<file path="config.mk">
export PLATFORM = sky130hd
export DESIGN_NAME = usb_bit_tx
export DESIGN_NICKNAME = d
export VERILOG_FILES = /design/src/rtl/usb_tx_pkg.sv /design/src/rtl/usb_tx_hold.sv /design/src/rtl/usb_tx_line.sv /design/src/rtl/usb_tx_bitgen.sv /design/src/rtl/usb_bit_tx.sv
export SDC_FILE = /design/constraint.sdc
export NUM_CORES = 1
export LEC_CHECK = 0
export ABC_AREA = 0
export CAP_MARGIN = 20
export CORE_UTILIZATION = 41
export DETAILED_ROUTE_END_ITERATION = 12
export PLACE_DENSITY = 0.7
export SLEW_MARGIN = 0
export SYNTH_ARGS = -nofsm -noshare
export SYNTH_HDL_FRONTEND = slang
export SYNTH_SLANG_ARGS = --single-unit
</file>
<file path="constraint.sdc">
create_clock -name clk -period 4.7 [get_ports clk]
set_clock_uncertainty 0.1 [all_clocks]
set_input_delay 0.47 -clock clk [delete_from_list [all_inputs] [get_ports clk]]
set_output_delay 0.47 -clock clk [all_outputs]
set_load 0.005 [all_outputs]
</file>
<file path="src/rtl/usb_tx_pkg.sv">
// Shared types for the USB transmit serializer.
// Assumes: used by every module of the usb_bit_tx hierarchy.
package usb_tx_pkg;

    // Command from the bit generator to the line driver, applied on a strobe.
    typedef enum logic [2:0] {
        LC_NONE,
        LC_ZERO,
        LC_ONE,
        LC_SE0,
        LC_J,
        LC_START,
        LC_RELEASE
    } line_cmd_e;

    // Packet sequencing state.
    typedef enum logic [2:0] {
        ST_IDLE,
        ST_DATA,
        ST_SE0A,
        ST_SE0B,
        ST_JEND
    } tx_state_e;

endpackage

</file>
<file path="src/rtl/usb_tx_hold.sv">
// One-entry holding register between the byte producer and the serializer.
// Assumes: take is only raised while full is high.
module usb_tx_hold #(
    parameter int W = 8
) (
    input  logic         clk,
    input  logic         rst_n,
    input  logic         in_valid,
    input  logic [W-1:0] in_data,
    input  logic         in_last,
    input  logic         take,
    output logic         in_ready,
    output logic         full,
    output logic [W-1:0] data,
    output logic         last
);

    assign in_ready = ~full;

    // Capture an offered byte, or free the entry when the serializer takes it.
    always_ff @(posedge clk) begin
        if (!rst_n) begin
            full <= 1'b0;
            data <= '0;
            last <= 1'b0;
        end else if (in_valid && !full) begin
            full <= 1'b1;
            data <= in_data;
            last <= in_last;
        end else if (take) begin
            full <= 1'b0;
        end
    end

    assert_hold_keeps_R8: assert property (@(posedge clk) disable iff (!rst_n)
        full && !take |=> full);
    assert_accept_fills_R8: assert property (@(posedge clk) disable iff (!rst_n)
        in_valid && in_ready |=> full && (data == $past(in_data)));

endmodule

</file>
<file path="src/rtl/usb_tx_line.sv">
// Line state keeper: NRZI level, SE0 and output enable, with J/K polarity.
// Assumes: cmd is meaningful only while stb is high.
module usb_tx_line
    import usb_tx_pkg::*;
(
    input  logic      clk,
    input  logic      rst_n,
    input  logic      stb,
    input  line_cmd_e cmd,
    input  logic      low_speed,
    output logic      dp,
    output logic      dm,
    output logic      oe
);

    logic lvl_j;   // 1 = J, 0 = K
    logic se0;

    // Apply one line command per bit strobe.
    always_ff @(posedge clk) begin
        if (!rst_n) begin
            lvl_j <= 1'b1;
            se0   <= 1'b0;
            oe    <= 1'b0;
        end else if (stb) begin
            case (cmd)
                LC_ZERO:    lvl_j <= ~lvl_j;
                LC_SE0:     se0   <= 1'b1;
                LC_J: begin
                    lvl_j <= 1'b1;
                    se0   <= 1'b0;
                end
                LC_START: begin
                    lvl_j <= 1'b1;
                    se0   <= 1'b0;
                    oe    <= 1'b1;
                end
                LC_RELEASE: oe <= 1'b0;
                default: ;
            endcase
        end
    end

    // Map the abstract level onto the pair for the selected speed.
    always_comb begin
        dp = ~se0 & (lvl_j ^ low_speed);
        dm = ~se0 & ~(lvl_j ^ low_speed);
    end

    assert_release_clean_R6: assert property (@(posedge clk) disable iff (!rst_n)
        !oe |-> !se0);
    assert_line_quiet_R11: assert property (@(posedge clk) disable iff (!rst_n)
        !stb |=> $stable(lvl_j) && $stable(se0) && $stable(oe));

endmodule

</file>
<file path="src/rtl/usb_tx_bitgen.sv">
// Packet sequencer: sync, LSB-first shifting, zero-bit stuffing, EOP timing.
// Assumes: one stb pulse per bit time; hold_* come from usb_tx_hold.
module usb_tx_bitgen
    import usb_tx_pkg::*;
#(
    parameter int              BYTE_W    = 8,
    parameter int              STUFF_RUN = 6,
    parameter logic [BYTE_W-1:0] SYNC_PAT = 8'h80
) (
    input  logic              clk,
    input  logic              rst_n,
    input  logic              stb,
    input  logic              hold_full,
    input  logic [BYTE_W-1:0] hold_data,
    input  logic              hold_last,
    output logic              take,
    output line_cmd_e         cmd,
    output logic              busy,
    output logic              underrun
);

    localparam int CNT_W = $clog2(BYTE_W);
    localparam int RUN_W = $clog2(STUFF_RUN + 1);

    tx_state_e         state;
    logic [BYTE_W-1:0] sh;
    logic [CNT_W-1:0]  bitn;
    logic [RUN_W-1:0]  ones;
    logic              cur_last;
    logic              drain;
    logic              stuff_due;
    logic              last_bit;

    assign stuff_due = (ones == RUN_W'(STUFF_RUN));
    assign last_bit  = (bitn == CNT_W'(BYTE_W - 1));
    assign busy      = (state != ST_IDLE);

    // Choose the line command for this strobe and whether to take the pending byte.
    always_comb begin
        cmd  = LC_NONE;
        take = 1'b0;
        if (stb) begin
            case (state)
                ST_IDLE: if (hold_full) cmd = LC_START;
                ST_DATA: begin
                    if (stuff_due) begin
                        cmd = LC_ZERO;
                    end else if (drain) begin
                        cmd = LC_SE0;
                    end else begin
                        cmd  = sh[0] ? LC_ONE : LC_ZERO;
                        take = last_bit && !cur_last && hold_full;
                    end
                end
                ST_SE0B: cmd = LC_J;
                ST_JEND: cmd = LC_RELEASE;
                default: ;
            endcase
        end
    end

    // Advance the sequencer, shifter, bit counter and ones-run counter per strobe.
    always_ff @(posedge clk) begin
        if (!rst_n) begin
            state    <= ST_IDLE;
            sh       <= '0;
            bitn     <= '0;
            ones     <= '0;
            cur_last <= 1'b0;
            drain    <= 1'b0;
            underrun <= 1'b0;
        end else begin
            underrun <= 1'b0;
            if (stb) begin
                case (state)
                    ST_IDLE: if (hold_full) begin
                        state    <= ST_DATA;
                        sh       <= SYNC_PAT;
                        bitn     <= '0;
                        ones     <= '0;
                        cur_last <= 1'b0;
                        drain    <= 1'b0;
                    end
                    ST_DATA: begin
                        if (stuff_due) begin
                            ones <= '0;
                        end else if (drain) begin
                            state <= ST_SE0A;
                            drain <= 1'b0;
                        end else begin
                            ones <= sh[0] ? ones + RUN_W'(1) : '0;
                            if (last_bit) begin
                                if (take) begin
                                    sh       <= hold_data;
                                    cur_last <= hold_last;
                                    bitn     <= '0;
                                end else begin
                                    drain    <= 1'b1;
                                    underrun <= ~cur_last;
                                end
                            end else begin
                                sh   <= sh >> 1;
                                bitn <= bitn + CNT_W'(1);
                            end
                        end
                    end
                    ST_SE0A: state <= ST_SE0B;
                    ST_SE0B: state <= ST_JEND;
                    ST_JEND: state <= ST_IDLE;
                    default: state <= ST_IDLE;
                endcase
            end
        end
    end

    assert_run_bounded_R4: assert property (@(posedge clk) disable iff (!rst_n)
        ones <= RUN_W'(STUFF_RUN));
    assert_underrun_pulse_R10: assert property (@(posedge clk) disable iff (!rst_n)
        underrun |=> !underrun);
    assert_underrun_closes_R10: assert property (@(posedge clk) disable iff (!rst_n)
        underrun |-> drain);

endmodule

</file>
<file path="src/rtl/usb_bit_tx.sv">
// Top of the USB bit-level transmitter: holding register, sequencer, line driver.
// Assumes: bit_stb pulses one clock per bit time; low_speed changes only while idle.
module usb_bit_tx
    import usb_tx_pkg::*;
#(
    parameter int                BYTE_W    = 8,
    parameter int                STUFF_RUN = 6,
    parameter logic [BYTE_W-1:0] SYNC_PAT  = 8'h80
) (
    input  logic              clk,
    input  logic              rst_n,
    input  logic              bit_stb,
    input  logic              low_speed,
    input  logic              tx_valid,
    input  logic [BYTE_W-1:0] tx_data,
    input  logic              tx_last,
    output logic              tx_ready,
    output logic              usb_dp,
    output logic              usb_dm,
    output logic              usb_oe,
    output logic              busy,
    output logic              underrun
);

    logic              hold_full;
    logic [BYTE_W-1:0] hold_data;
    logic              hold_last;
    logic              take;
    line_cmd_e         cmd;

    usb_tx_hold #(.W(BYTE_W)) hold_i (
        .clk      (clk),
        .rst_n    (rst_n),
        .in_valid (tx_valid),
        .in_data  (tx_data),
        .in_last  (tx_last),
        .take     (take),
        .in_ready (tx_ready),
        .full     (hold_full),
        .data     (hold_data),
        .last     (hold_last)
    );

    usb_tx_bitgen #(
        .BYTE_W    (BYTE_W),
        .STUFF_RUN (STUFF_RUN),
        .SYNC_PAT  (SYNC_PAT)
    ) bitgen_i (
        .clk       (clk),
        .rst_n     (rst_n),
        .stb       (bit_stb),
        .hold_full (hold_full),
        .hold_data (hold_data),
        .hold_last (hold_last),
        .take      (take),
        .cmd       (cmd),
        .busy      (busy),
        .underrun  (underrun)
    );

    usb_tx_line line_i (
        .clk       (clk),
        .rst_n     (rst_n),
        .stb       (bit_stb),
        .cmd       (cmd),
        .low_speed (low_speed),
        .dp        (usb_dp),
        .dm        (usb_dm),
        .oe        (usb_oe)
    );

    assert_busy_drives_R2: assert property (@(posedge clk) disable iff (!rst_n)
        busy |-> usb_oe);

endmodule

</file>
After elaboration in Yosys (flattened, before gate mapping)
Cells that the tools add are included.

word-level totals
  register bits = 33
  input port bits = 14

cells by class
  eq/ne operators = 19
  reduce and logical (&&, ||, !) cells = 22
  mux-type cells = 46
  bitwise operators = 12
  add/sub/neg operators = 2

operators by type and width
  kind                   number
  $mux W3                15
  $mux W8                5
  $pmux W3 S4            2
  $eq A3 B3 Y1 const B   6
  $pmux W8 S2            1
  $mux W1                15
  $pmux W3 S2            2
  $reduce_and A4 Y1      3
  $pmux W1 S2            5
  $reduce_bool A2 Y1     5
  $eq A3 B2 Y1 const B   3
  $not A1 Y1             9
  $reduce_and A7 Y1      1
  $reduce_or A7 Y1       1
  $add A3 B1 Y3 const B  2
  $eq A3 B1 Y1 const B   2
  $ne A2 B1 Y1 const B   3
  $ne A2 B2 Y1 const B   3
  $reduce_and A2 Y1      3
  $reduce_and A6 Y1      1
  $logic_and A1 B1 Y1    3
  $logic_not A3 Y1       1
  $ne A3 B2 Y1 const B   1
  $ne A3 B3 Y1 const B   1
  other kinds (6)        8

Logic depth before layout (Yosys ltp)
  depth after elaboration = 12
  mapped depth = 8
  gate-level depth less buffers = 7

Modules after synthesis
A second synthesis with hierarchy kept.

second synthesis, totals
  cell total of the unflattened synthesis = 209
  area, all modules = 1806.7 µm²

modules (own cells, without submodules)
  module         cells each  times used  area an instance (µm²)
  usb_tx_bitgen  145         1           1229.9
  usb_tx_hold    44          1           414.1
  usb_tx_line    20          1           162.7

Worst setup path before layout
Ideal clock, no wire load.

  path kind = reg-to-reg
  start point = register bitgen_i.ones[0]
  end point = register bitgen_i.bitn[1]
  arrival time = 1.734 ns
  setup time = 0.117 ns
  stages on the path, launching flop included = 9
  path buffers = 1
  clock period less this slack = 1.951 ns
  slack = 2.749 ns
  cells stage by stage = dfxtp_1 -> inv_1 -> ha_1 -> a21oi_2 -> nand4b_2 -> a31o_2 -> and2_1 -> buf_2 -> a22o_1

on the way
  word-level cells in the longest chain between the ends = 6
  elaborated cells between the ends (all ways) = 7
  those cells by class = eq/ne (3); mux (3); reduce/logical (1)

ends and longest elaborated chain
  element                          RTL line              RTL
  start, declared                  usb_tx_bitgen.sv:28   logic [RUN_W-1:0] ones;
  start signal, assigned           usb_tx_bitgen.sv:91   ones <= sh[0] ? ones + RUN_W'(1) : '0;
  $eq A3 B3 Y1 (*)                 usb_tx_bitgen.sv:34   assign stuff_due = (ones == RUN_W'(STUFF_RUN));
  $mux W1                          usb_tx_bitgen.sv:46   if (stuff_due) begin
  $mux W1                          usb_tx_bitgen.sv:43   case (state)
  $mux W1                          usb_tx_bitgen.sv:42   if (stb) begin
  $ne A3 B2 Y1 (no line)           n/a
  $reduce_and A6 Y1 (no line) (*)  n/a
  end signal, assigned             usb_tx_bitgen.sv:103  bitn <= bitn + CNT_W'(1);
  end, declared                    usb_tx_bitgen.sv:27   logic [CNT_W-1:0] bitn;

Every way passes the cells marked *; elsewhere a longest branch is shown, timed or not.
A chain may end at the register's enable or synchronous reset.

Worst setup path in the final report
  start point = input low_speed
  end point = output usb_dm

on the way
  word-level cells in the longest chain between the ends = 3

ends and longest elaborated chain
  element          RTL line           RTL
  start, declared  usb_bit_tx.sv:13   input logic low_speed,
  $xor A1 B1 Y1    usb_tx_line.sv:47  dm = ~se0 & ~(lvl_j ^ low_speed);
  $not A1 Y1       usb_tx_line.sv:47
  $and A1 B1 Y1    usb_tx_line.sv:47
  end, declared    usb_bit_tx.sv:19   output logic usb_dm,

No other way between the ends.

==> impl_metrics.tcl <==
set metrics [dict create \
    status "finished clean" \
    cts_setup_buffers 0 \
    grt_pass1_vias 1227 \
    wl_per_cell_um 12.2 \
    finalInstanceArea_um2 1880 \
    placedInstanceArea_um2 1770 \
    fin_nets 218 \
    hold_class "register to register" \
    slowest_stage "clkdlybuf4s50_1" \
    tns_ns 0 \
    boundaryPins 20 \
    ff2ff_path_depth 7 \
    area_growth_pct 20.3 \
    finalHoldViolCount 0 \
    rsz0062_at_grt "false" \
    synth_cell_types 47 \
    slew_viol_final 0 \
    synth_nets 202 \
    finalCriticalPeriod_ns 2.30 \
    h-tree-depth 2 \
    power.total_w 0.000634 \
    regToRegSetupSlack_ns 2.57 \
    worstMarginPinSlew_ns 0.730 \
    critical_path.most_common_cell "clkdlybuf4s50_1" \
    ant_nets 0 \
    r2r-end "bitgen_i.bitn[1]" \
    path_cells "clkdlybuf4s50_1 -> xnor2_1 -> nor2b_1 -> clkdlybuf4s50_1" \
    fin_crit_sh_pct 49.0 \
    antenna_found_initial 0 \
    diodes 0 \
    clk_pin_slew_worst_paths_ns 0.06 \
    cts_root_buf "clkbuf_8" \
    fmax_mhz 434 \
    most-common-layout-cells "33 x nand2_1, 33 x dfxtp_1, 19 x a21oi_1, 19 x clkdlybuf4s50_1, 10 x nor2_1" \
    maxCapViolations 0 \
    coreArea_um2 3660 \
    clock_path_buffers 2 \
    nFillCells 349 \
    drive_gt1_share_pct 7.46 \
    peakVddDrop_uv 215 \
    seqCellArea_um2 661 \
    synthFlopType "dfxtp_1" \
    dr.pass1.iters 5 \
    dp_hpwl_um 2180 \
    synth_edf_count 0 \
    syn_inst 184 \
    grt_pass1_wl_um 5300 \
    cts_inserted_buffers 5 \
    postSynthAreaPerCell_um2 8.51 \
    clock_sinks 33 \
    p_leak_nw 0.669 \
    crit_path_end_kind "output pin" \
    cts_hold_buf 0 \
    yosysWarnings 0 \
    power.density_nw_per_um2 337 \
    drt_iter0_markers 59 \
    cp.arrival_ns 1.73 \
    slowest_delay_ns 0.51 \
    setup_violations 0 \
    synth-seq-cells 33 \
    cts_resized 0 \
    synth_top_area_cell "dfxtp_1" \
    rr_startpoint "bitgen_i.ones[0]" \
    whs_ns 0.360 \
    synthTopCellsByArea "dfxtp_1 42%, nand2_1 7.9%, a21oi_1 6.1%" \
    rows 22 \
    critPathKind "input port to output pin" \
    relSlewSlack_pct 51.3 \
    fin_ws_ns 2.40 \
    cp.required_ns 4.13 \
    gr-total-overflow 0 \
    cts_tree "done" \
    multi_input_comb_area_um2 835 \
    crit_start "low_speed" \
    initial_core_util_pct 42.8 \
    gp_congestion 0.860 \
    die_area_um2 4070 \
    synth_area_um2 1570 \
    die_width_um 63.8 \
    port_buffers 19 \
    die_h_um 63.8 \
    insertion_delay_ns 0.28 \
    drc_errors 0 \
    async_flop_share_pct 0 \
    wl_um 3030 \
    critPathCapture "usb_dm" \
    grt_start_max_net_pins 23 \
    pre_cts_ws_ns 2.26 \
    yosysTopAreaCellShare_pct 42.2 \
    crit_path_start_kind "input port" \
    vias 1305 \
    grt_use_total_pct 16.8 \
    seq_area_frac_synth_pct 42.2 \
    path_max_fanout 2 \
    via_per_inst 5.24 \
]
-- how the worst min path moves through the flow --
stage | endpoint | cells past startpoint | slack [ns] | from
after floorplan | bitgen_i.underrun | 1 | 0.31 | bitgen_i.cur_last
after global placement | hold_i.last | 2 | 0.35 | hold_i.last
after detailed placement | bitgen_i.sh[3] | 1 | 0.35 | bitgen_i.sh[3]
after CTS | hold_i.data[7] | 2 | 0.36 | hold_i.data[7]
after global routing | bitgen_i.underrun | 1 | 0.39 | bitgen_i.cur_last
final | hold_i.data[4] | 2 | 0.36 | hold_i.data[4]
-- synthesized netlist by cell type, types with 2 or more instances --
cell type and count:
o21ai_1 2, a22o_1 2, o211ai_1 2, mux2i_1 8, ha_1 4, a21oi_1 19
inv_1 6, buf_2 3, nand2_1 33, or3_1 3, o21a_1 2, and3_1 2
nor2_1 10, dfxtp_1 33, nor2b_1 2, and2_1 2, o2111ai_1 2, nand3_1 4
o21ai_0 6, clkbuf_1 5, o2bb2ai_1 7, nand3b_1 2
-- report_power, final --
group	internal (W)	total [W]	switching (W)	leakage, nW
Sequential	0.000289	0.000296	0.00000747	0.268
Clock	0.000173	0.000274	0.000101	0.0585
Combinational	0.0000335	0.0000638	0.0000302	0.343
-- metrics by stage --
step / util, % / instances
after detailed placement: 48.3 / 241
after floorplan: - / 184
after CTS: 51.5 / 249
after global placement: 48.3 / 241
final: 51.5 / 249
after global routing: 51.5 / 249
-- state kept, by name, indices dropped and copies added, names as in the netlist, 3 cells and up --
register        cells
bitgen_i.state      3
bitgen_i.ones       3
bitgen_i.bitn       3
bitgen_i.sh         8
hold_i.data         8
-- cells by family (layout without fill, tap and decap cells) --
family	count (synthesis)	after routing	share of synthesized area, %
AO/OA/AOI/OAI	54	54	22.8
XOR/XNOR	1	1	0.559
adder cells (fa/ha/maj)	4	4	3.20
multiplexers	8	8	5.11
buffers and inverters	16	33	4.55
flip-flops	33	33	42.2
AND/OR/NAND/NOR	68	68	21.6
-- worst max-delay path, delay by kind of cell --
kind	cells	cell delay (ns)
buffers and inverters	2	0.98
AND/OR/NAND/NOR	1	0.15
XOR/XNOR	1	0.13
-- layout make-up --
type / count / share of cell area [%]
Clock buffer: 7 / 4.58
Clock inverter: 1 / 1.59
Tap cell: 48 / 3.19
Inverter: 6 / 1.20
Multi-Input combinational cell: 135 / 44.3
Timing Repair Buffer: 19 / 10.1
Sequential cell: 33 / 35.1
-- layer usage --
metal / track usage [%] / vias up / share of wire [%]
met3: 5.36 / 5 / 4.8
met5: 0 / - / 0
met2: 26.1 / 40 / 45
li1: - / 686 / -
met1: 21.0 / 574 / 49
met4: 7.95 / 0 / 1.4
No activity file was read; power rests on OpenSTA's default activity.
